==> config.mk <==
export PLATFORM = sky130hd
export DESIGN_NAME = bc_train_seq
export DESIGN_NICKNAME = d
export VERILOG_FILES = /design/src/rtl/bc_train_seq.sv
export SDC_FILE = /design/constraint.sdc
export NUM_CORES = 1
export LEC_CHECK = 0
export ABC_AREA = 1
export BUFFER_PORTS_ARGS = -buffer_cell sky130_fd_sc_hd__buf_2
export CAP_MARGIN = 5
export CORE_MARGIN = 1
export CORE_UTILIZATION = 56
export CTS_CLUSTER_SIZE = 20
export DETAILED_ROUTE_END_ITERATION = 16
export GPL_TIMING_DRIVEN = 0
export PLACE_DENSITY_LB_ADDON = 0.12
export SLEW_MARGIN = 20
export SYNTH_ARGS = -nofsm -noshare
export SYNTH_HDL_FRONTEND = slang
export SYNTH_SLANG_ARGS = --single-unit
==> constraint.sdc <==
create_clock -name clk -period 2.4 [get_ports clk]
set_input_delay 0.48 -clock clk [delete_from_list [all_inputs] [get_ports clk]]
set_output_delay 0.48 -clock clk [all_outputs]
set_load 0.03 [all_outputs]
==> src/rtl/bc_train_seq.sv <==
module bc_train_seq #(
  parameter int WORD_W    = 32,
  parameter int GAP_SHORT = 192,
  parameter int GAP_LONG  = 384,
  parameter int BURST_MAX = 16384,
  parameter int TIMEOUT   = 16,
  parameter int CRC_W     = 8
) (
  input  logic              clk,
  input  logic              rst_n,
  input  logic              cfg_start,
  input  logic              cfg_gap_long,
  input  logic              cfg_fixed_len,
  input  logic [1:0]        cfg_pat_code,
  input  logic              cfg_skip_power,
  input  logic              cfg_chan_en,
  input  logic              far_resp,
  input  logic              crc_fail,
  output logic [WORD_W-1:0] lane_data,
  output logic              lane_burst,
  output logic [1:0]        stat_phase,
  output logic              stat_no_resp,
  output logic              stat_eq_freeze,
  output logic              stat_crc_err,
  output logic [CRC_W-1:0]  stat_crc_cnt
);
  localparam int LMAX = (BURST_MAX > GAP_LONG) ? BURST_MAX : GAP_LONG;
  localparam int TW   = $clog2(LMAX) + 1;
  localparam int PW   = (TIMEOUT > 2) ? $clog2(TIMEOUT) : 1;

  typedef enum logic [1:0] {PH_IDLE = 2'd0, PH_RECOG = 2'd1, PH_POWER = 2'd2, PH_COEFF = 2'd3} phase_t;

  phase_t            phase_q;
  logic              in_burst_q, no_resp_q, freeze_q, crc_err_q;
  logic [TW-1:0]     tcnt_q, blen, glen;
  logic [6:0]        lfsr_q, lfsr_nx;
  logic [1:0]        sh_q, sel;
  logic [PW-1:0]     pcnt_q;
  logic [CRC_W-1:0]  crc_cnt_q;
  logic [WORD_W-1:0] word;
  logic              resp_ok;

  assign resp_ok = far_resp && cfg_chan_en;
  assign sel     = cfg_fixed_len ? cfg_pat_code : sh_q;
  assign blen    = TW'(BURST_MAX) >> (2'd3 - sel);
  assign glen    = cfg_gap_long ? TW'(GAP_LONG) : TW'(GAP_SHORT);

  always_comb begin
    logic [6:0] s;
    s    = lfsr_q;
    word = '0;
    for (int i = 0; i < WORD_W; i++) begin
      s       = {s[5:0], s[6] ^ s[5]};
      word[i] = s[0];
    end
    lfsr_nx = s;
  end

  assign lane_data      = in_burst_q ? word : '0;
  assign lane_burst     = in_burst_q;
  assign stat_phase     = phase_q;
  assign stat_no_resp   = no_resp_q;
  assign stat_eq_freeze = freeze_q;
  assign stat_crc_err   = crc_err_q;
  assign stat_crc_cnt   = crc_cnt_q;

  always_ff @(posedge clk or negedge rst_n) begin
    if (!rst_n) begin
      phase_q    <= PH_IDLE;
      in_burst_q <= 1'b0;
      tcnt_q     <= '0;
      lfsr_q     <= 7'h7F;
      sh_q       <= 2'd0;
      pcnt_q     <= '0;
      no_resp_q  <= 1'b0;
      freeze_q   <= 1'b0;
    end else if (!cfg_start) begin
      phase_q    <= PH_IDLE;
      in_burst_q <= 1'b0;
      tcnt_q     <= '0;
      sh_q       <= 2'd0;
      pcnt_q     <= '0;
      no_resp_q  <= 1'b0;
      freeze_q   <= 1'b0;
    end else if (phase_q == PH_IDLE) begin
      phase_q    <= PH_RECOG;
      in_burst_q <= 1'b1;
      tcnt_q     <= blen - TW'(1);
      lfsr_q     <= 7'h7F;
    end else begin
      if (in_burst_q) begin
        lfsr_q <= lfsr_nx;
        if (tcnt_q == '0) begin
          in_burst_q <= 1'b0;
          tcnt_q     <= glen - TW'(1);
          if (!cfg_fixed_len && sh_q != 2'd3) sh_q <= sh_q + 2'd1;
        end else begin
          tcnt_q <= tcnt_q - TW'(1);
        end
      end else if (tcnt_q == '0) begin
        in_burst_q <= 1'b1;
        tcnt_q     <= blen - TW'(1);
        if (phase_q == PH_RECOG) begin
          if (pcnt_q == PW'(TIMEOUT - 1)) no_resp_q <= 1'b1;
          else pcnt_q <= pcnt_q + PW'(1);
        end
      end else begin
        tcnt_q <= tcnt_q - TW'(1);
      end
      if (resp_ok) begin
        case (phase_q)
          PH_RECOG: begin
            phase_q   <= cfg_skip_power ? PH_COEFF : PH_POWER;
            freeze_q  <= cfg_skip_power;
            no_resp_q <= 1'b0;
            pcnt_q    <= '0;
          end
          PH_POWER: begin
            phase_q  <= PH_COEFF;
            freeze_q <= 1'b1;
          end
          PH_COEFF: freeze_q <= 1'b0;
          default: ;
        endcase
      end
    end
  end

  always_ff @(posedge clk or negedge rst_n) begin
    if (!rst_n) begin
      crc_cnt_q <= '0;
      crc_err_q <= 1'b0;
    end else if (!cfg_start) begin
      crc_err_q <= 1'b0;
    end else if (crc_fail && cfg_chan_en && phase_q != PH_IDLE) begin
      crc_err_q <= 1'b1;
      if (!(&crc_cnt_q)) crc_cnt_q <= crc_cnt_q + CRC_W'(1);
    end
  end

  AST_IDLE_QUIET: assert property (@(posedge clk) disable iff (!rst_n)
    (phase_q == PH_IDLE) |-> !in_burst_q);
  AST_PHASE_FORWARD: assert property (@(posedge clk) disable iff (!rst_n)
    (phase_q != $past(phase_q) && phase_q != PH_IDLE) |-> (phase_q > $past(phase_q)));
  AST_NORESP_IN_RECOG: assert property (@(posedge clk) disable iff (!rst_n)
    no_resp_q |-> (phase_q == PH_RECOG));
  AST_FREEZE_ON_ENTRY: assert property (@(posedge clk) disable iff (!rst_n)
    (phase_q == PH_COEFF && $past(phase_q) != PH_COEFF) |-> freeze_q);
  AST_CRC_STEP: assert property (@(posedge clk) disable iff (!rst_n)
    (crc_cnt_q != $past(crc_cnt_q)) |-> (crc_cnt_q == $past(crc_cnt_q) + CRC_W'(1)));
endmodule

; Word level (Yosys, flattened, before mapping)
; Index checks and enable logic that the tools add are counted.
[totals]
mem_count = 0
output_inout_bits = 46
rom_bits = 0
latchBits = 0
mem_bits_rw = 0
elab_cells = 127
reg_bits = 42
[op_classes]
n_bitwise = 33
eq_ne = 14
order_cmp = 0
n_mux = 47
reduce_logical = 15
add_sub_neg = 7
div = 0
mul = 0
shift = 1
[ops]
columns = cell, n
row1 = $mux 15, 5
row2 = $mux 32, 1
row3 = $mux 4, 8
row4 = $xor 1x1->1, 32
row5 = $sub 15x1->15 const B, 2
row6 = $mux 1, 19
row7 = $mux 2, 9
row8 = $logic_not 15->1, 1
row9 = $shr 15x2->15 const A, 1
row10 = $mux 7, 2
row11 = $ne 2x1->1 const B, 5
row12 = $sub 9x1->10 const B, 1
row13 = $mux 9, 1
row14 = $add 8x1->8 const B, 1
row15 = $ne 4x1->1 const B, 2
row16 = $reduce_and 8->1, 1
row17 = $reduce_and 3->1, 2
row18 = $add 4x1->4 const B, 1
row19 = $eq 2x2->1 const B, 2
row20 = $eq 4x4->1 const B, 1
row21 = $logic_and 1x1->1, 4
row22 = $ne 2x2->1 const B, 2
row23 = $pmux 2 s2, 1
row24 = $reduce_and 2->1, 2
row25 = 10 further kinds, 11

; Longest topological paths before layout
[depth]
depth_word = 9
mapped_depth = 13
mapped_depth_nobuf = 12

; Least setup slack after synthesis
; OpenSTA, ideal clock, no wires.
[synth_path]
kind = register to output
startpoint = register lfsr_q[3]
endpoint = output port lane_data[20]
path_stages_with_launch = 8
arrival_time_ns = 1.860
slack_ns = 0.060
required_time_ns = 1.920
cell_sequence = dfstp_2 > buf_4 > inv_1 > nand2_1 > nand2_2 > xnor2_1 > nor2_1 > nor3_1
[synth_via]
elab_chain_cells = 5
[synth_rtl]
columns = item, line
row1 = "start, declared", 36  ; logic [6:0] lfsr_q, lfsr_nx;
row2 = "start signal, assigned", 92  ; lfsr_q <= lfsr_nx;
row3 = $xor 1x1->1 (4 in a row), 53  ; s = {s[5:0], s[6] ^ s[5]};
row4 = $mux 32, 59  ; assign lane_data = in_burst_q ? word : '0;
row5 = "end, declared", 19  ; output logic [WORD_W-1:0] lane_data,
; No other way between the ends.

; Final worst setup path
[layout_path]
startpoint = register lfsr_q[4]
endpoint = output port lane_data[28]
[layout_via]
elab_chain_cells = 6
[layout_rtl]
columns = item, line
row1 = $xor 1x1->1 (4 in a row), 53
row2 = $xor 1x1->1 *, 53
row3 = $mux 32 *, 59
; Mark *: on every way between the ends. The rest lies on a longest branch, timed or not.

==> impl_metrics.json <==
{
  "antenna_cells": 0,
  "design_area_sq_um": 3764,
  "crit_path_end_kind": "primary output",
  "drv_cap": 0,
  "final_max_slew_viol_count": 0,
  "yosysTopAreaCellShare": 0.2939,
  "routedWlPerCell_microns": 13.36,
  "post-route-min-period_ns": 2.540,
  "fillers": 407,
  "final_hold_viol_count": 0,
  "grt_setup_unrepaired": "yes",
  "clock_sinks": 42,
  "die_w_microns": 74.95,
  "yosys_register_bits": 42,
  "via_count": 2983,
  "dp_cells": 558,
  "synth_area_leaders": "dfrtp_1 29%, nand2_1 16%, nor2_1 8.1%",
  "start_util": 0.5835,
  "crit_required_ns": 1.92,
  "syn-cell-area_sq_um": 2980,
  "core_sq_um": 5107,
  "r2r_start": "stat_phase[0]",
  "crit_arrival_ns": 2.06,
  "async_flop_share": 1.000,
  "cp-start-kind": "flop",
  "drive_gt1_frac": 0.2618,
  "violations": "negative setup slack",
  "numCtsBuffers": 5,
  "yosysMostFrequentCell": "nand2_1",
  "synth-edff-count": 0,
  "worst_pin_slew_ns": 0.9259,
  "antenna_found_initial": 0,
  "path_max_fanout": 6,
  "layoutNonFillerInstCount": 578,
  "grt_pass1_wl_microns": 11260,
  "rows": 26,
  "initialDrtViolationCount": 193,
  "worstHoldPathType": "input pin to asynchronous set/reset pin",
  "die-area_sq_um": 5618,
  "fin_crit_sh": 1.058,
  "synth_cell_types": 33,
  "drt_wl_total_microns": 7721,
  "grt_pass1_vias": 2601,
  "cts_tree": "yes",
  "ys_top_cells_by_count": "125 x nand2_1, 64 x nor2_1, 58 x inv_1",
  "synthCells": 433,
  "dpl.hpwl_microns": 4930,
  "synth_ff_type": "dfrtp_1",
  "setup_slack_ns": -0.1402,
  "critPathKind": "flop to primary output",
  "layout-area-overhead-vs-synth_pct": 26.28,
  "io_buffers": 55,
  "drt-vias-per-instance": 5.161,
  "setup_viol_count_final": 5,
  "cp-startpoint": "lfsr_q[4]",
  "die_height_microns": 74.95,
  "yosysTopAreaCell": "dfrtp_1",
  "cts.path.max_buffers": 2,
  "synth_area_per_cell_sq_um": 6.883,
  "grt_overflow": 0,
  "drcViolationCount": 0,
  "place.gp.congestion": 0.8434,
  "ys_seq_area_frac": 0.3556,
  "maxSlewHeadroom": 0.3827,
  "ys_warn_count": 0,
  "cts-root-buf": "clkbuf_8",
  "ant_nets": 0,
  "cts.clk_slew.worst_paths_ns": 0.08,
  "track_usage": 0.2646,
  "fin_worst_skew_ns": 0.008308,
  "place_area_sq_um": 3343,
  "synth_nets": 453,
  "htreeDepth": 2,
  "final_net_count": 527,
  "outcome": "complete, but fails checks",
  "clock_latency_ns": 0.30,
  "first_pass_iters": 6,
  "num_io_pins": 57,
  "fmax_mhz": 393.7,
  "grt_max_degree": 43
}
-- through the flow --
stage	util	hold WS [ns]	setup TNS [ns]	setup WS, ns
floorplan	-	0.1844	0	0.05975
global placement	0.6546	0.4759	0	0.1903
detailed placement	0.6546	0.4816	0	0.1608
CTS	0.7004	0.3564	-0.08527	-0.05278
global route	0.7369	0.4084	-1.124	-0.2077
finish	0.7369	0.3128	-0.3981	-0.1402
-- cell families after synthesis --
logic type,synth area share
xor gates and xnor gates,0.09698
AOI/OAI and AO/OA,0.08942
DFF,0.3556
buffers and inverters,0.09739
muxes,0.003778
and+or+nand+nor,0.3191
adders and majority gates,0.03778
-- worst max-delay path, stage by stage, from the launching register on --
cell and delay, ns:
dfstp_2 0.68, inv_2 0.08, nand2_2 0.09, nand2_4 0.11
xnor2_4 0.17, nand2_1 0.12, nand3b_1 0.13, nand2_1 0.07
nor2_1 0.13, buf_4 0.18
-- sequential cells by signal (all words and copies together), names as in the netlist --
register / flops
tcnt_q: 15
stat_crc_cnt: 8
lfsr_q: 7
pcnt_q: 4
sh_q: 2
stat_phase: 2
lane_burst: 1
stat_crc_err: 1
stat_eq_freeze: 1
stat_no_resp: 1
-- cell type report --
cell class / count / area (sq um) / share of cell area
Clock inverter: 1 / 30.03 / 0.007979
Sequential cell: 42 / 1060 / 0.2816
Clock buffer: 7 / 76.32 / 0.02028
Buffer: 7 / 46.29 / 0.01230
Inverter: 60 / 225.2 / 0.05984
Timing Repair Buffer: 71 / 430.4 / 0.1144
Tap cell: 70 / 87.58 / 0.02327
Multi-Input combinational cell: 320 / 1808 / 0.4804
-- routing by layer --
| layer | track usage | vias to the layer above | routed length (microns) |
|---|---|---|---|
| met5 | 0 | - | 0 |
| met4 | 0.1153 | 0 | 191 |
| met3 | 0.05221 | 24 | 427 |
| met2 | 0.4154 | 95 | 3700 |
| met1 | 0.3571 | 1374 | 3401 |
| li1 | - | 1490 | - |
-- placed cells by master, fill, tap and decap left out, types with 2 or more instances in the layout --
| cell | instances |
|---|---|
| nand2_4 | 5 |
| nand3b_1 | 3 |
| buf_6 | 3 |
| nand2_2 | 16 |
| nand3_2 | 2 |
| xnor2_2 | 2 |
| nor3_1 | 5 |
| nand4_1 | 8 |
| a31oi_1 | 2 |
| o21ai_0 | 26 |
| dfrtp_1 | 35 |
| nor2_2 | 2 |
| xor2_1 | 9 |
| inv_1 | 52 |
| nor2_1 | 63 |
| buf_4 | 24 |
| clkbuf_1 | 6 |
| nand3_1 | 18 |
| xnor2_4 | 3 |
| clkbuf_8 | 5 |
| xnor2_1 | 9 |
| o21bai_1 | 2 |
| xor2_2 | 7 |
| a21oi_1 | 15 |
| nand2_1 | 108 |
| inv_2 | 7 |
| ha_1 | 9 |
| dfstp_2 | 7 |
| o211ai_1 | 2 |
| buf_2 | 45 |
-- final timing paths --
check / to / slack, ns / cells past startpoint
setup / recovery: lane_data[28] / -0.14 / 9
min in group clk: tcnt_q[7] / 0.43 / 4
hold / removal: tcnt_q[6] / 0.31 / 1
setup reg to reg: stat_crc_cnt[6] / 0.28 / 9
hold reg to reg: stat_crc_cnt[7] / 0.50 / 1
max in group asynchronous: lane_burst / 1.51 / 1
-- repair_timing --
item	in CTS	in global routing
cloned	0	0
hold buffers	0	0
gates resized for setup	24	38
setup buffers	9	7
pin swaps	5	9
endpoints found under the setup margin	9	13
Power is left out: the tool's default activity adds up to more than one toggle a clock period on the data nets, which glitch-free logic cannot reach.
